## src/rtl/cec_rx_pkg.sv

```systemverilog
package cec_rx_pkg;
    typedef enum logic [2:0] {
        S_IDLE,
        S_ST_LOW,
        S_ST_HIGH,
        S_BIT_LOW,
        S_BIT_HIGH,
        S_DONE,
        S_SKIP
    } rx_state_e;

    localparam int WORD_W = 12;
endpackage

```

## src/rtl/cec_rx_tick.sv

```systemverilog
module cec_rx_tick #(
    parameter int DIV = 1000
) (
    input  logic clk,
    input  logic rst_n,
    output logic tick
);
    generate
        if (DIV <= 1) begin : g_every
            assign tick = 1'b1;
        end else begin : g_div
            localparam int CW = $clog2(DIV);
            logic [CW-1:0] cnt_d, cnt_q;
            always_comb begin
                cnt_d = (cnt_q == CW'(DIV - 1)) ? '0 : cnt_q + 1'b1;
            end
            always_ff @(posedge clk or negedge rst_n) begin
                if (!rst_n) cnt_q <= '0;
                else        cnt_q <= cnt_d;
            end
            assign tick = (cnt_q == CW'(DIV - 1));
        end
    endgenerate
endmodule

```

## src/rtl/cec_rx_edge.sv

```systemverilog
module cec_rx_edge (
    input  logic clk,
    input  logic rst_n,
    input  logic raw,
    output logic level,
    output logic fall,
    output logic rise
);
    logic [2:0] sh_d, sh_q;

    always_comb begin
        sh_d = {sh_q[1:0], raw};
    end

    always_ff @(posedge clk or negedge rst_n) begin
        if (!rst_n) sh_q <= 3'b111;
        else        sh_q <= sh_d;
    end

    assign level = sh_q[1];
    assign fall  = sh_q[2] & ~sh_q[1];
    assign rise  = ~sh_q[2] & sh_q[1];
endmodule

```

## src/rtl/cec_rx_addr_match.sv

```systemverilog
module cec_rx_addr_match #(
    parameter int N_SLOTS = 5
) (
    input  logic [3:0]           dest,
    input  logic [N_SLOTS*4-1:0] slot_addr,
    input  logic [N_SLOTS-1:0]   slot_valid,
    output logic                 hit,
    output logic                 bcast
);
    logic [N_SLOTS-1:0] eq;

    genvar g;
    generate
        for (g = 0; g < N_SLOTS; g++) begin : g_slot
            assign eq[g] = slot_valid[g] && (slot_addr[g*4 +: 4] == dest);
        end
    endgenerate

    assign hit   = |eq;
    assign bcast = (dest == 4'hF);
endmodule

```

## src/rtl/cec_frame_rx.sv

```systemverilog
module cec_frame_rx
    import cec_rx_pkg::*;
#(
    parameter int TICK_CLKS   = 1000,
    parameter int N_SLOTS     = 5,
    parameter int DEPTH       = 16,
    parameter int START_L_MIN = 350,
    parameter int START_L_MAX = 390,
    parameter int START_P_MIN = 430,
    parameter int START_P_MAX = 470,
    parameter int ZERO_L_MIN  = 130,
    parameter int ZERO_L_MAX  = 170,
    parameter int ONE_L_MIN   = 40,
    parameter int ONE_L_MAX   = 80,
    parameter int BIT_P_MIN   = 205,
    parameter int BIT_P_MAX   = 275,
    parameter int LOW_ERR     = 182,
    parameter int ACK_LOW     = 150,
    localparam int IDX_W      = $clog2(DEPTH),
    localparam int CNT_W      = $clog2(DEPTH + 1)
) (
    input  logic                 clk,
    input  logic                 rst_n,
    input  logic                 cec_in,
    input  logic                 tx_active,
    input  logic                 loopback_en,
    input  logic                 reject_next,
    input  logic                 finish_clr,
    input  logic [2:0]           stat_clr,
    input  logic [N_SLOTS*4-1:0] slot_addr,
    input  logic [N_SLOTS-1:0]   slot_valid,
    input  logic [IDX_W-1:0]     rd_idx,
    output logic                 cec_drive_low,
    output logic                 rx_done,
    output logic [CNT_W-1:0]     rx_count,
    output logic [WORD_W-1:0]    rd_word,
    output logic [2:0]           rx_status
);
    localparam int T_W = $clog2(START_P_MAX + 2);
    localparam logic [T_W-1:0] T_SAT  = '1;
    localparam logic [T_W-1:0] K_SLMN = T_W'(START_L_MIN);
    localparam logic [T_W-1:0] K_SLMX = T_W'(START_L_MAX);
    localparam logic [T_W-1:0] K_SPMN = T_W'(START_P_MIN);
    localparam logic [T_W-1:0] K_SPMX = T_W'(START_P_MAX);
    localparam logic [T_W-1:0] K_0MN  = T_W'(ZERO_L_MIN);
    localparam logic [T_W-1:0] K_0MX  = T_W'(ZERO_L_MAX);
    localparam logic [T_W-1:0] K_1MN  = T_W'(ONE_L_MIN);
    localparam logic [T_W-1:0] K_1MX  = T_W'(ONE_L_MAX);
    localparam logic [T_W-1:0] K_BPMN = T_W'(BIT_P_MIN);
    localparam logic [T_W-1:0] K_BPMX = T_W'(BIT_P_MAX);
    localparam logic [T_W-1:0] K_LERR = T_W'(LOW_ERR);
    localparam logic [T_W-1:0] K_ACK  = T_W'(ACK_LOW - 1);
    localparam logic [IDX_W-1:0] LAST_BLK = IDX_W'(DEPTH - 1);

    typedef struct packed {
        rx_state_e        st;
        logic [T_W-1:0]   t;
        logic [3:0]       bi;
        logic [IDX_W-1:0] blk;
        logic [CNT_W-1:0] cnt;
        logic [8:0]       sh;
        logic [3:0]       dest;
        logic             ack_en;
        logic             own;
        logic             drive;
        logic [2:0]       stat;
    } ctl_t;

    ctl_t c_d, c_q;

    logic              tick, line, fall, rise;
    logic              hit, bcast;
    logic              is_one, is_zero, hdr_last;
    logic [3:0]        dest_sel;
    logic              ok_set, err_set, full_set, wr_en;
    logic [WORD_W-1:0] wr_word;
    logic [WORD_W-1:0] mem_q [DEPTH];

    function automatic logic in_win(logic [T_W-1:0] v, logic [T_W-1:0] lo, logic [T_W-1:0] hi);
        return (v >= lo) && (v <= hi);
    endfunction

    cec_rx_tick #(.DIV(TICK_CLKS)) u_tick (
        .clk(clk), .rst_n(rst_n), .tick(tick)
    );

    cec_rx_edge u_edge (
        .clk(clk), .rst_n(rst_n), .raw(cec_in),
        .level(line), .fall(fall), .rise(rise)
    );

    assign is_one   = in_win(c_q.t, K_1MN, K_1MX);
    assign is_zero  = in_win(c_q.t, K_0MN, K_0MX);
    assign hdr_last = (c_q.st == S_BIT_LOW) && (c_q.bi == 4'd7) && (c_q.blk == '0);
    assign dest_sel = hdr_last ? {c_q.sh[2:0], is_one} : c_q.dest;

    cec_rx_addr_match #(.N_SLOTS(N_SLOTS)) u_match (
        .dest(dest_sel), .slot_addr(slot_addr), .slot_valid(slot_valid),
        .hit(hit), .bcast(bcast)
    );

    always_comb begin
        c_d      = c_q;
        ok_set   = 1'b0;
        err_set  = 1'b0;
        full_set = 1'b0;
        wr_en    = 1'b0;
        wr_word  = '0;
        if (tick && c_q.t != T_SAT) c_d.t = c_q.t + 1'b1;

        unique case (c_q.st)
            S_IDLE: begin
                if (fall) begin
                    c_d.st = S_ST_LOW;
                    c_d.t  = '0;
                end
            end
            S_ST_LOW: begin
                if (rise) begin
                    c_d.st = in_win(c_q.t, K_SLMN, K_SLMX) ? S_ST_HIGH : S_SKIP;
                    if (!in_win(c_q.t, K_SLMN, K_SLMX)) c_d.t = '0;
                end else if (c_q.t > K_SLMX) begin
                    c_d.st = S_SKIP;
                    c_d.t  = '0;
                end
            end
            S_ST_HIGH: begin
                if (fall) begin
                    c_d.t = '0;
                    if (in_win(c_q.t, K_SPMN, K_SPMX) && !reject_next &&
                        !(tx_active && !loopback_en)) begin
                        c_d.st     = S_BIT_LOW;
                        c_d.bi     = '0;
                        c_d.blk    = '0;
                        c_d.cnt    = '0;
                        c_d.own    = tx_active;
                        c_d.ack_en = 1'b0;
                    end else begin
                        c_d.st = S_SKIP;
                    end
                end else if (c_q.t > K_SPMX) begin
                    c_d.st = S_SKIP;
                    c_d.t  = '0;
                end
            end
            S_BIT_LOW: begin
                if (rise) begin
                    c_d.drive = 1'b0;
                    if (!is_one && !is_zero) begin
                        err_set = 1'b1;
                        c_d.st  = S_SKIP;
                        c_d.t   = '0;
                    end else if (c_q.bi == 4'd9) begin
                        wr_en   = 1'b1;
                        wr_word = {c_q.sh[8:1], 2'b00, c_q.sh[0], is_one};
                        c_d.bi  = '0;
                        if (c_q.sh[0]) begin
                            ok_set  = 1'b1;
                            c_d.st  = S_DONE;
                            c_d.cnt = CNT_W'(c_q.blk) + 1'b1;
                        end else if (c_q.blk == LAST_BLK) begin
                            full_set = 1'b1;
                            c_d.st   = S_SKIP;
                            c_d.t    = '0;
                        end else begin
                            c_d.blk = c_q.blk + 1'b1;
                            c_d.st  = S_BIT_HIGH;
                        end
                    end else begin
                        c_d.sh = {c_q.sh[7:0], is_one};
                        c_d.bi = c_q.bi + 1'b1;
                        c_d.st = S_BIT_HIGH;
                        if (hdr_last) begin
                            c_d.dest   = dest_sel;
                            c_d.ack_en = hit && !bcast && !c_q.own;
                            if (!(hit || bcast || loopback_en)) begin
                                c_d.st = S_SKIP;
                                c_d.t  = '0;
                            end
                        end
                    end
                end else if (c_q.t >= K_LERR) begin
                    err_set   = 1'b1;
                    c_d.st    = S_SKIP;
                    c_d.drive = 1'b0;
                end else if (c_q.drive && c_q.t >= K_ACK) begin
                    c_d.drive = 1'b0;
                end
            end
            S_BIT_HIGH: begin
                if (fall) begin
                    c_d.t = '0;
                    if (in_win(c_q.t, K_BPMN, K_BPMX)) begin
                        c_d.st    = S_BIT_LOW;
                        c_d.drive = (c_q.bi == 4'd9) && c_q.ack_en;
                    end else begin
                        err_set = 1'b1;
                        c_d.st  = S_SKIP;
                    end
                end else if (c_q.t > K_BPMX) begin
                    err_set = 1'b1;
                    c_d.st  = S_SKIP;
                    c_d.t   = '0;
                end
            end
            S_DONE: begin
                if (finish_clr) c_d.st = S_IDLE;
            end
            S_SKIP: begin
                if (fall || rise)                    c_d.t  = '0;
                else if (line && c_q.t >= K_BPMX)    c_d.st = S_IDLE;
            end
            default: c_d.st = S_IDLE;
        endcase

        c_d.stat = (c_q.stat & ~stat_clr) | {full_set, err_set, ok_set};
    end

    always_ff @(posedge clk or negedge rst_n) begin
        if (!rst_n) begin
            c_q    <= '0;
            c_q.st <= S_IDLE;
        end else begin
            c_q <= c_d;
        end
    end

    always_ff @(posedge clk or negedge rst_n) begin
        if (!rst_n) begin
            for (int i = 0; i < DEPTH; i++) mem_q[i] <= '0;
        end else if (wr_en) begin
            mem_q[c_q.blk] <= wr_word;
        end
    end

    assign cec_drive_low = c_q.drive;
    assign rx_done       = (c_q.st == S_DONE);
    assign rx_count      = c_q.cnt;
    assign rd_word       = mem_q[rd_idx];
    assign rx_status     = c_q.stat;

    a_r5_drive_needs_hit: assert property (@(posedge clk) disable iff (!rst_n)
        cec_drive_low |-> hit);
    a_r6_no_bcast_ack: assert property (@(posedge clk) disable iff (!rst_n)
        cec_drive_low |-> (c_q.dest != 4'hF));
    a_r12_no_own_ack: assert property (@(posedge clk) disable iff (!rst_n)
        cec_drive_low |-> !c_q.own);
    a_r9_ok_with_done: assert property (@(posedge clk) disable iff (!rst_n)
        $rose(rx_status[0]) |-> rx_done);
    a_r10_done_holds: assert property (@(posedge clk) disable iff (!rst_n)
        (rx_done && !finish_clr) |=> rx_done);
    a_r3_count_range: assert property (@(posedge clk) disable iff (!rst_n)
        rx_done |-> (rx_count != '0 && rx_count <= CNT_W'(DEPTH)));
endmodule

```

## config.mk

```make
export PLATFORM = sky130hd
export DESIGN_NAME = cec_frame_rx
export DESIGN_NICKNAME = d
export VERILOG_FILES = /design/src/rtl/cec_rx_pkg.sv /design/src/rtl/cec_rx_tick.sv /design/src/rtl/cec_rx_edge.sv /design/src/rtl/cec_rx_addr_match.sv /design/src/rtl/cec_frame_rx.sv
export SDC_FILE = /design/constraint.sdc
export NUM_CORES = 1
export LEC_CHECK = 0
export ABC_AREA = 1
export BUFFER_PORTS_ARGS = -buffer_cell sky130_fd_sc_hd__buf_4
export CAP_MARGIN = 40
export CORE_MARGIN = 2
export CORE_UTILIZATION = 30
export DETAILED_ROUTE_END_ITERATION = 10
export PLACE_DENSITY_LB_ADDON = 0.15
export SYNTH_ARGS = -nofsm -noshare
export SYNTH_HDL_FRONTEND = slang
export SYNTH_SLANG_ARGS = --single-unit
```

## constraint.sdc

```tcl
create_clock -name clk -period 4.5 [get_ports clk]
set_input_delay 0.9 -clock clk [delete_from_list [all_inputs] [get_ports clk]]
set_output_delay 0.9 -clock clk [all_outputs]
set_load 0.005 [all_outputs]
```

### Yosys cells after proc, flatten, opt, wreduce, memory -nomap -nowiden

Index checks and enable logic that the tools add are counted.
Widths: inputs -> output; s select.

| cells by class | value |
|---|---|
| reductions and logical operators | 47 |
| multipliers | 0 |
| div/mod/pow operators | 0 |
| $add $sub $neg | 5 |
| equal/unequal tests | 38 |
| muxes and demuxes | 82 |
| bitwise operators | 11 |
| shift-type cells | 0 |
| $lt $le $gt $ge | 19 |

Operators by type and width:

| operator | count |
|---|---|
| $bwmux 192 | 1 |
| $mux 12 | 16 |
| $mux 9 | 6 |
| $pmux 9 s6 | 1 |
| $bmux 12 s4 | 1 |
| $demux 12 s4 | 1 |
| $ge 9x8->1 const B | 4 |
| $mux 36 | 1 |
| $ne 2x2->1 const B | 15 |
| $ge 9x9->1 const B | 3 |
| $gt 9x9->1 const B | 3 |
| $le 9x9->1 const B | 3 |
| $mux 27 | 1 |
| $mux 1 | 26 |
| $mux 13 | 2 |
| $pmux 13 s2 | 1 |
| $mux 3 | 8 |
| $logic_and 1x1->1 | 23 |
| $pmux 3 s7 | 1 |
| $eq 4x4->1 | 5 |
| $mux 16 | 1 |
| $reduce_and 8->1 | 2 |
| $mux 14 | 1 |
| $reduce_and 7->1 | 2 |
| other kinds (41) | 74 |

| word-level totals | value |
|---|---|
| latch bits | 0 |
| bits in writable memories | 0 |
| bits in registers | 249 |
| memories kept | 0 |
| memory bits (read-only) | 0 |

### Longest topological paths before layout

Gate-level depths: netlist (run 1).

| depth | value |
|---|---|
| word-level depth | 15 |
| depth in mapped cells | 19 |
| mapped depth without buffers | 19 |

### By module

From an unflattened synthesis (run 1), not the netlist that was laid out.

| second synthesis, totals | value |
|---|---|
| cells, all modules | 1,840 |
| area, all modules | 12,500.7 sq um |

By module, submodules not included:

| module | instances | seq. area each (sq um) | cells an instance | area an instance (sq um) |
|---|---|---|---|---|
| cec_frame_rx | 1 | 5,104.9 | 1,677 | 11,508.5 |
| cec_rx_tick | 1 | 250.2 | 77 | 549.3 |
| cec_rx_addr_match | 1 | 0.0 | 79 | 349.1 |
| cec_rx_edge | 1 | 78.8 | 7 | 93.8 |

### Least setup slack after synthesis (run 1)

No wires, ideal clock.

| timing path | value |
|---|---|
| kind | input to output |
| start point | in rd_idx[0] |
| end point | out rd_word[10] |
| arrival | 2.097 ns |
| slack | 1.503 ns |
| required time | 3.600 ns |
| buffers on the path | 2 |
| cell stages on the path | 6 |
| cell sequence | clkbuf_1 > buf_1 > mux2i_1 > o211ai_1 > o211ai_1 > nand2_1 |

| between the ends | value |
|---|---|
| cells in the longest elaborated chain, start to end | 4 |

RTL lines:

| what | line | RTL |
|---|---|---|
| start: declaration | cec_frame_rx.sv:32 | `input logic [IDX_W-1:0] rd_idx,` |
| $not 4->5 (not written as such) | cec_frame_rx.sv:239 | `assign rd_word = mem_q[rd_idx];` |
| $bmux 12 s4 | cec_frame_rx.sv:239 |  |
| $mux 12 (not written as such) (2 in series) | cec_frame_rx.sv:239 |  |
| end: declaration | cec_frame_rx.sv:36 | `output logic [WORD_W-1:0] rd_word,` |

No other way between the ends. The select of a mux whose other input is x is not followed.

### Final worst setup path (run 1)

| timing path | value |
|---|---|
| start point | in rd_idx[0] |
| end point | out rd_word[5] |

Same word-level chain as after synthesis.

==> flow_summary.toml, run 1 <==
[status]
status = "finished, final reports clean"

[yosys]
yosysSeqAreaShare = 0.479
syn-cell-area_um2 = 11300
synth_most_common_cell = "nand2_1"
synthCells = 1401
synth-warning-count = 0
synthFlopType = "dfrtp_1"
synth_area_per_cell_um2 = 8.10
async_reset_ff_frac = 1.00
synth_commonest_cells = "nand2_1, dfrtp_1, o21ai_0"
synth_enable_flop_cells = 0
synth_seq_cells = 217
yosysUniqueCellTypes = 47
synth_area_leaders = "dfrtp_1, nand2_1, o21ai_0"
synth_top_area_frac = 0.472
synth.largest_area_cell = "dfrtp_1"

[detailed_routing]
routedWlPerCell_um = 17.2
drc_errors = 0
drt_iter0_markers = 559
vias = 9348
wirelength_um = 33400
via_per_inst = 4.81
dr.pass1.iters = 5
ant_nets = 0

[placement]
io_buffers = 58
hpwl_um = 23200
preCtsSetupSlack_ns = 0.926
globalplace.congestion = 0.880

[min_path]
hp-class = "register to register"

[worst_setup_path]
crit_type = "input pin to primary output"
path_max_fanout = 43
critical-path-top-delay-family = "buffers and inverters"
end_kind = "primary output"
required_ns = 3.60
crit_arrival_ns = 2.67
r2r_slack_ns = 1.62
startpoint_type = "input pin"
crit_path_max_incr_delay_ns = 0.53
crit_chain = "buf_4 > buf_12 > mux2i_1 > o21ai_0 > o211ai_1 > nand2_1 > buf_4"
cpMostUsedCell = "buf_4"
critPathSlowestCell = "buf_4"
critPathBufInv = 3

[pwr]
power.total_mw = 4.90
cellLeakagePower_nw = 5.89
peakVddDrop_mv = 0.244
powerDensity_nw_per_um2 = 374

[clock_tree]
clk_latency_ns = 0.54
cts.repair.resized = 0
cts_hold_buf = 0
cts_inserted_buffers = 25
clock_sinks = 217
cts.clk_slew.worst_paths_ns = 0.06
cts_tree = "done"
h-tree-depth = 1
clk_path_buf_depth = 3
cts-root-buf = "clkbuf_16"
cts_setup_buffers = 0

[global_routing]
grt_start_max_net_pins = 102
grt_pass1_wl_um = 54500
gr-usage-all-layers = 0.176
antenna_found_initial = 0
grt_pass1_vias = 9352
grt-ovfl-total = 0

[floorplan]
die_w_um = 198
num_io_pins = 61
die-area_um2 = 39400
core_um2 = 37500
row_count = 71
start_util = 0.303
die_h_um = 198

[sta]
holdWs_ns = 0.358
fin_skew_ns = 0.0169
post-route-min-period_ns = 3.57
worstMarginPinSlew_ns = 0.878
drv_slew = 0
setup_violations = 0
rsz0062_at_grt = "false"
post-route-period-util = 0.792
hold_viol = 0
tns_ns = 0
slew_headroom = 0.415
max_freq_mhz = 280
worst_slack_ns = 0.934

[run]
cap_violations = 0

[cells_and_area]
drive_gt1_frac = 0.113
num_antenna_cells = 0
final_util = 0.350
syn_to_final_growth_pct = 15.6
layout.nets = 1464
[flip-flops by register name, indices dropped and copies added, names as in the netlist]
signal	flops
rx_count	5
c_q	35
rx_status	3
u_edge.sh_q	3
u_tick.g_div.cnt_q	10
cec_drive_low	1
mem_q	160
[layout make-up]
type                       count  area (um2)
fill                        3980       24400
multi-input combinational    954        4970
clock buffer                  31         708
inverter                     143         537
clock inverter                15         240
tap                          511         639
timing repair buffer          71         584
sequential                   217        5430
[cells in the final DEF (no fill, tap or decap), drive strengths merged]
cell | synthesis | layout
a22oi | 5 | 5
a21oi | 69 | 69
nand3b | 1 | 1
nor4 | 3 | 3
mux2i | 41 | 41
a31oi | 2 | 2
nor3 | 14 | 14
nand2 | 330 | 330
inv | 140 | 141
xor2 | 9 | 9
buf | 31 | 71
bufinv | 0 | 6
dfrtp | 214 | 214
o221ai | 1 | 1
nor2 | 92 | 92
nand4 | 10 | 10
a21boi | 1 | 1
nand3 | 64 | 64
a211oi | 2 | 2
o31ai | 10 | 10
o2111ai | 1 | 1
o22ai | 1 | 1
o211ai | 40 | 40
a41oi | 1 | 1
clkbuf | 57 | 31
o21bai | 1 | 1
o21ai | 236 | 236
clkinv | 3 | 11
a31o | 1 | 1
dfstp | 3 | 3
o311ai | 1 | 1
xnor2 | 3 | 3
conb | 1 | 2
ha | 13 | 13
[metal layers]
layer | part of all wire | vias to the layer above | global-route usage
li1 | - | 4646 | -
met1 | 0.48 | 4473 | 0.249
met2 | 0.45 | 181 | 0.285
met3 | 0.039 | 48 | 0.0232
met4 | 0.024 | 0 | 0.0437
met5 | 0 | - | 0
[where the power goes]
part | internal, mW | switching (mW) | leakage, nW
clock | 1.46 | 0.867 | 0.477
sequential | 1.99 | 0.0604 | 2.98
combinational | 0.173 | 0.348 | 2.43
[logic make-up after synthesis]
group / synth area share
simple gates: 0.198
mux: 0.0362
other cells: 0.000331
xor+xnor: 0.00927
compound gates: 0.180
flops: 0.479
fa+ha+maj: 0.0143
buf+inv: 0.0829
[final timing paths]
check                                         start                  endpoint  cells after the start
min in group asynchronous                     rst_n     mem_q[57]$_DFFE_PN0P_                      1
min                        u_edge.sh_q[0]$_DFF_PN1_  u_edge.sh_q[1]$_DFF_PN1_                      0
max in group asynchronous                     rst_n  u_edge.sh_q[2]$_DFF_PN1_                      2
max reg2reg                       c_q[32]$_DFF_PN0_     mem_q[66]$_DFFE_PN0P_                     12
max                                       rd_idx[0]                rd_word[5]                      7
min reg2reg                u_edge.sh_q[0]$_DFF_PN1_  u_edge.sh_q[1]$_DFF_PN1_                      0
[metrics by stage]
step	area (um2)	instances
floorplan	11300	1402
global placement	12100	1893
detailed placement	12200	1896
CTS	13100	1942
global route	13100	1942
finish	13100	1942
No activity file was read; power rests on OpenSTA's default activity.
==> inputs of run 2 (changes only) <==
==> constraint.sdc (replaced) <==
create_clock -name clk -period 2.89 [get_ports clk]
set_input_delay 0.578 -clock clk [delete_from_list [all_inputs] [get_ports clk]]
set_output_delay 0.578 -clock clk [all_outputs]
set_load 0.005 [all_outputs]
==> run 2 against run 1 <==
Worst hold slack worse by 0.23 ns. Clock-buffer cell count increased by 7. Design area increased by 1.9%. Wire length increased by 0.27%. Cell count up 1.8%. Critical endpoint is now rd_word[11]. Largest power group unchanged. Highest routed layer unchanged.
==> flow_summary.toml, run 2 (synthesis gave the netlist of run 1 again) <==
[placement]
dp.cells = 1927
hpwl_um = 23100
globalplace.congestion = 0.880
io_buffers = 58

[sta]
drv_slew = 0
holdWs_ns = 0.132
max_freq_mhz = 365
rsz0062_at_grt = "false"
post-route-period-util = 0.948
slew_headroom = 0.450
post-route-min-period_ns = 2.74
worstMarginPinSlew_ns = 0.823
tns_ns = 0
hold_viol = 0
fin_skew_ns = 0.0222
setup_violations = 0

[clock_tree]
cts.clk_slew.worst_paths_ns = 0.05
clk_path_buf_depth = 3
cts_setup_buffers = 0
clock_sinks = 217
clk_latency_ns = 0.57
cts-root-buf = "clkbuf_16"
h-tree-depth = 1
cts_tree = "done"
cts_inserted_buffers = 27

[worst_setup_path]
r2r-end = "mem_q[126]$_DFFE_PN0P_"
startpoint_type = "input pin"
worstReg2RegStart = "c_q[40]$_DFF_PN0_"
required_ns = 2.31
crit_arrival_ns = 2.16
end_kind = "primary output"
ff2ff_path_depth = 15
r2r_slack_ns = 0.32
crit_type = "input pin to primary output"
path_max_fanout = 29

[floorplan]
row_count = 71
core_um2 = 37500
num_io_pins = 61
start_util = 0.303
die_w_um = 198
die-area_um2 = 39400
die_h_um = 198

[min_path]
holdPathEnd = "u_edge.sh_q[0]$_DFF_PN1_"
hold_depth = 1
min_from = "cec_in"
hp-class = "input pin to register"

[pwr]
cellLeakagePower_nw = 6.01
pwr-share-comb = 0.117
switchingPower_mw = 2.04
p_int_mw = 5.54
swShare = 0.269
pwr-share-clk = 0.461
peakVddDrop_mv = 0.441
pwr-share-seq = 0.422
powerDensity_nw_per_um2 = 567

[detailed_routing]
drc_errors = 0
via_per_inst = 4.80
drt_iter0_markers = 608
dr.pass1.iters = 5
wirelength_um = 33500
ant_nets = 0
routedWlPerCell_um = 16.9
vias = 9498

[global_routing]
gr-usage-all-layers = 0.175
grt-ovfl-total = 0
antenna_found_initial = 0
grt_start_max_net_pins = 88
grt_pass1_vias = 9567
grt_pass1_wl_um = 53700

[cells_and_area]
num_antenna_cells = 0
final_cells = 1977
final_common_cell = "nand2_1"
largest_reg_flops = 160
final_cell_mix = "nand2_1, dfrtp_1, o21ai_0"
drive_gt1_frac = 0.130
layout.nets = 1498
fillers = 4011
syn_to_final_growth_pct = 17.8
top_regs = "mem_q: 160 flops, c_q: 35 flops, u_tick.g_div.cnt_q: 10 flops"
top_register = "mem_q"

[run]
cap_violations = 0

[status]
status = "finished, final reports clean"
==> run 2: changes by cell type in the layout (fill, tap and decap cells not counted), sizes merged <==
cell,change
buf,+31
bufinv,-3
clkbuf,+7
clkinv,-2
clkinvlp,+1
dlygate4sd3,+1
==> run 2: repair_timing <==
| item | CTS | global route |
|---|---|---|
| endpoints found under the hold margin | 48 | 0 |
| gates resized for setup | 0 | 1 |
| setup endpoints to repair | 0 | 2 |
| hold buffers | 1 | 0 |
==> run 2: stage by stage <==
stage,worst slack (ns),area (um2),util,power (mW)
after global placement,0.136,12400,0.332,4.14
after detailed placement,0.136,12400,0.332,4.15
after floorplan,0.537,11300,-,3.77
final,0.149,13400,0.356,7.57
after CTS,0.144,13400,0.356,7.70
after global routing,0.0128,13400,0.356,7.92
==> run 2: cell type report <==
class                   count  area (um2)  area share
clock buffers              38         767      0.0574
clock inverters            11         148      0.0111
inverters                 143         537      0.0402
multi-input cells         954        4970       0.372
flip-flops and latches    217        5430       0.407
well taps                 511         639      0.0479
repair buffers            103         858      0.0643
==> run 2: worst max-delay path, stage by stage <==
cell	delay, ns
buf_4	0.43
buf_12	0.23
a21oi_1	0.07
o21ai_0	0.07
o21ai_0	0.11
o211ai_1	0.29
buf_4	0.16
nand2_1	0.06
buf_4	0.14
==> run 2: worst max path at each step <==
stage | startpoint | to | slack (ns) | cells past startpoint
after global placement | rd_idx[0] | rd_word[11] | 0.14 | 9
after detailed placement | rd_idx[0] | rd_word[11] | 0.14 | 9
after floorplan | rd_idx[0] | rd_word[10] | 0.54 | 6
after CTS | rd_idx[0] | rd_word[11] | 0.14 | 9
after global routing | rd_idx[0] | rd_word[11] | 0.01 | 9
final | rd_idx[0] | rd_word[11] | 0.15 | 9
==> run 2: power groups by stage <==
| stage | Sequential, mW | Combinational [mW] | Clock (mW) |
|---|---|---|---|
| 6_report | 3.20 | 0.886 | 3.49 |
| 3_3_place_gp | 3.25 | 0.893 | 0 |
| 5_1_grt | 3.21 | 0.992 | 3.72 |
| 3_5_place_dp | 3.25 | 0.895 | 0 |
| 2_1_floorplan | 3.22 | 0.554 | 0 |
| 4_1_cts | 3.20 | 0.898 | 3.60 |
==> run 2: layer usage <==
metal | global-route usage | part of all wire
met5 | 0 | 0
met4 | 0.0462 | 0.024
met3 | 0.0270 | 0.044
met2 | 0.278 | 0.45
met1 | 0.248 | 0.48
==> inputs of run 3 (changes only) <==
--- a/config.mk
+++ b/config.mk
@@ -6,7 +6,7 @@
 export NUM_CORES = 1
 export LEC_CHECK = 0
 export ABC_AREA = 1
-export BUFFER_PORTS_ARGS = -buffer_cell sky130_fd_sc_hd__buf_4
+export BUFFER_PORTS_ARGS = -buffer_cell sky130_fd_sc_hd__clkbuf_2
 export CAP_MARGIN = 40
 export CORE_MARGIN = 2
 export CORE_UTILIZATION = 30
==> run 3 against run 2 <==
First-iteration DRC count fell by 11%. Non-clock buffer count is the same. Wire length fell by 1.7%. Design area down 1.2%. Register-to-register slack got worse by 0.04 ns. Core utilization decreased by 0.44 points. Die area did not move. Cell count about the same. Clock-buffer cell count up 1. Sequential share of layout area rose by 0.51 points. Worst setup slack gained 0.13 ns. Critical path type is now register to register. Highest routed layer unchanged.
==> flow_summary.toml, run 3 (synthesis gave the netlist of run 1 again) <==
[status]
status = "finished, final reports clean"

[worst_setup_path]
crit_type = "register to register"
end_kind = "register"
critPathBufInv = 2
r2r-end = "mem_q[78]$_DFFE_PN0P_"
cpMostUsedCell = "nand2_1"
critPathSlowestCell = "dfrtp_1"
startpoint_type = "register"
crit_chain = "nor2_1 > nand3_1 > nand2_1 > nand2_1 > nand2_2 > nand2_4 > nor2_4 > inv_2 > nor2_2 > nand2_1 > buf_4 > nand2_1 > o21ai_0"
crit_path_max_incr_delay_ns = 0.50
ff2ff_path_depth = 13
r2r_slack_ns = 0.28
path_max_fanout = 20
required_ns = 3.28
critical-path-top-delay-family = "simple AND/OR/NAND/NOR gates"
worstReg2RegStart = "c_q[35]$_DFF_PN0_"
crit_arrival_ns = 3.00

[sta]
hold_viol = 0
slew_headroom = 0.480
post-route-period-util = 0.903
setup_violations = 0
rsz0062_at_grt = "false"
tns_ns = 0
drv_slew = 0
worstMarginPinSlew_ns = 0.779
post-route-min-period_ns = 2.61
max_freq_mhz = 383
fin_skew_ns = 0.0196

[detailed_routing]
drc_errors = 0
dr.pass1.iters = 5
via_per_inst = 4.73
vias = 9351
drt_iter0_markers = 539
ant_nets = 0
wirelength_um = 32900
routedWlPerCell_um = 16.6

[cells_and_area]
top_regs = "mem_q: 160 flops, c_q: 35 flops, u_tick.g_div.cnt_q: 10 flops"
drive_gt1_frac = 0.134
top_register = "mem_q"
layout.nets = 1498
num_antenna_cells = 0
final_common_cell = "nand2_1"
largest_reg_flops = 160
syn_to_final_growth_pct = 16.3
fillers = 3981
final_cell_mix = "nand2_1, dfrtp_1, o21ai_0"
final_cells = 1978

[floorplan]
die_w_um = 198
start_util = 0.303
num_io_pins = 61
die-area_um2 = 39400
die_h_um = 198
row_count = 71
core_um2 = 37500

[placement]
hpwl_um = 22900
dp.cells = 1928
globalplace.congestion = 0.888
io_buffers = 58

[global_routing]
grt_pass1_wl_um = 52400
grt_pass1_vias = 9272
antenna_found_initial = 0
grt-ovfl-total = 0
grt_start_max_net_pins = 80
gr-usage-all-layers = 0.170

[clock_tree]
cts_setup_buffers = 0
cts.clk_slew.worst_paths_ns = 0.06
cts_tree = "done"
clk_path_buf_depth = 3
h-tree-depth = 1
clk_latency_ns = 0.55
cts-root-buf = "clkbuf_16"
clock_sinks = 217
cts_inserted_buffers = 27

[pwr]
powerDensity_nw_per_um2 = 560
swShare = 0.272
switchingPower_mw = 2.01
pwr-share-comb = 0.114
pwr-share-clk = 0.453
power.total_mw = 7.38
cellLeakagePower_nw = 5.96
pwr-share-seq = 0.433
p_int_mw = 5.37
peakVddDrop_mv = 0.371

[min_path]
hp-class = "input pin to asynchronous set/reset pin"

[run]
cap_violations = 0
==> run 3: worst max path at each step <==
stage	end	start	cells past startpoint	slack, ns
after floorplan	rd_word[10]	rd_idx[0]	6	0.54
after global placement	mem_q[175]$_DFFE_PN0P_	c_q[35]$_DFF_PN0_	12	0.19
final	mem_q[78]$_DFFE_PN0P_	c_q[35]$_DFF_PN0_	13	0.28
after global routing	c_q[38]$_DFF_PN0_	c_q[24]$_DFFE_PN0P_	16	0.03
after CTS	mem_q[21]$_DFFE_PN0P_	c_q[35]$_DFF_PN0_	11	0.19
after detailed placement	mem_q[32]$_DFFE_PN0P_	c_q[35]$_DFF_PN0_	12	0.20
==> run 3: power by group through the flow <==
stage	registers (mW)	logic (mW)	clock network, mW
floorplan	3.22	0.554	0
global placement	3.25	0.850	0
detailed placement	3.25	0.850	0
CTS	3.20	0.853	3.43
global route	3.21	0.950	3.58
finish	3.20	0.841	3.34
==> run 3: worst register-to-register path, cell delays in order, from the launching register on <==
cell and delay (ns):
dfrtp_1 0.50, nor2_1 0.29, nand3_1 0.11, nand2_1 0.16, nand2_1 0.15, nand2_2 0.13
nand2_4 0.10, nor2_4 0.17, inv_2 0.15, nor2_2 0.23, nand2_1 0.10, buf_4 0.22
nand2_1 0.08, o21ai_0 0.08
==> run 3: per-layer routing <==
metal	vias to the layer above	track usage	share of wire	wire length [um]
met5	-	0	0	0
met4	0	0.0301	0.015	495
met3	41	0.0254	0.036	1180
met2	174	0.269	0.44	14500
met1	4416	0.249	0.51	16700
li1	4720	-	-	-
==> run 3: repair_timing <==
item | in CTS | in global routing
gates resized for setup | 0 | 3
hold buffers | 0 | 0
endpoints found under the setup margin | 0 | 24
hold endpoints to repair | 0 | 0
==> run 3: stage by stage <==
stage | hold slack, ns | area (um2) | setup slack, ns | util
detailed placement | 0.350 | 12300 | 0.200 | 0.328
finish | 0.0209 | 13200 | 0.279 | 0.352
global route | 0.0683 | 13200 | 0.0272 | 0.352
CTS | 0.0601 | 13200 | 0.194 | 0.352
global placement | 0.349 | 12300 | 0.193 | 0.328
floorplan | 0.282 | 11300 | 0.537 | -
==> run 3: cell type report <==
cell class / instances / area [um2] / area share
Sequential cell: 217 / 5430 / 0.412
Multi-Input combinational cell: 954 / 4980 / 0.377
Clock buffer: 39 / 791 / 0.0599
Timing Repair Buffer: 103 / 716 / 0.0542
Tap cell: 511 / 639 / 0.0485
Inverter: 143 / 537 / 0.0407
Clock inverter: 11 / 96.3 / 0.00730
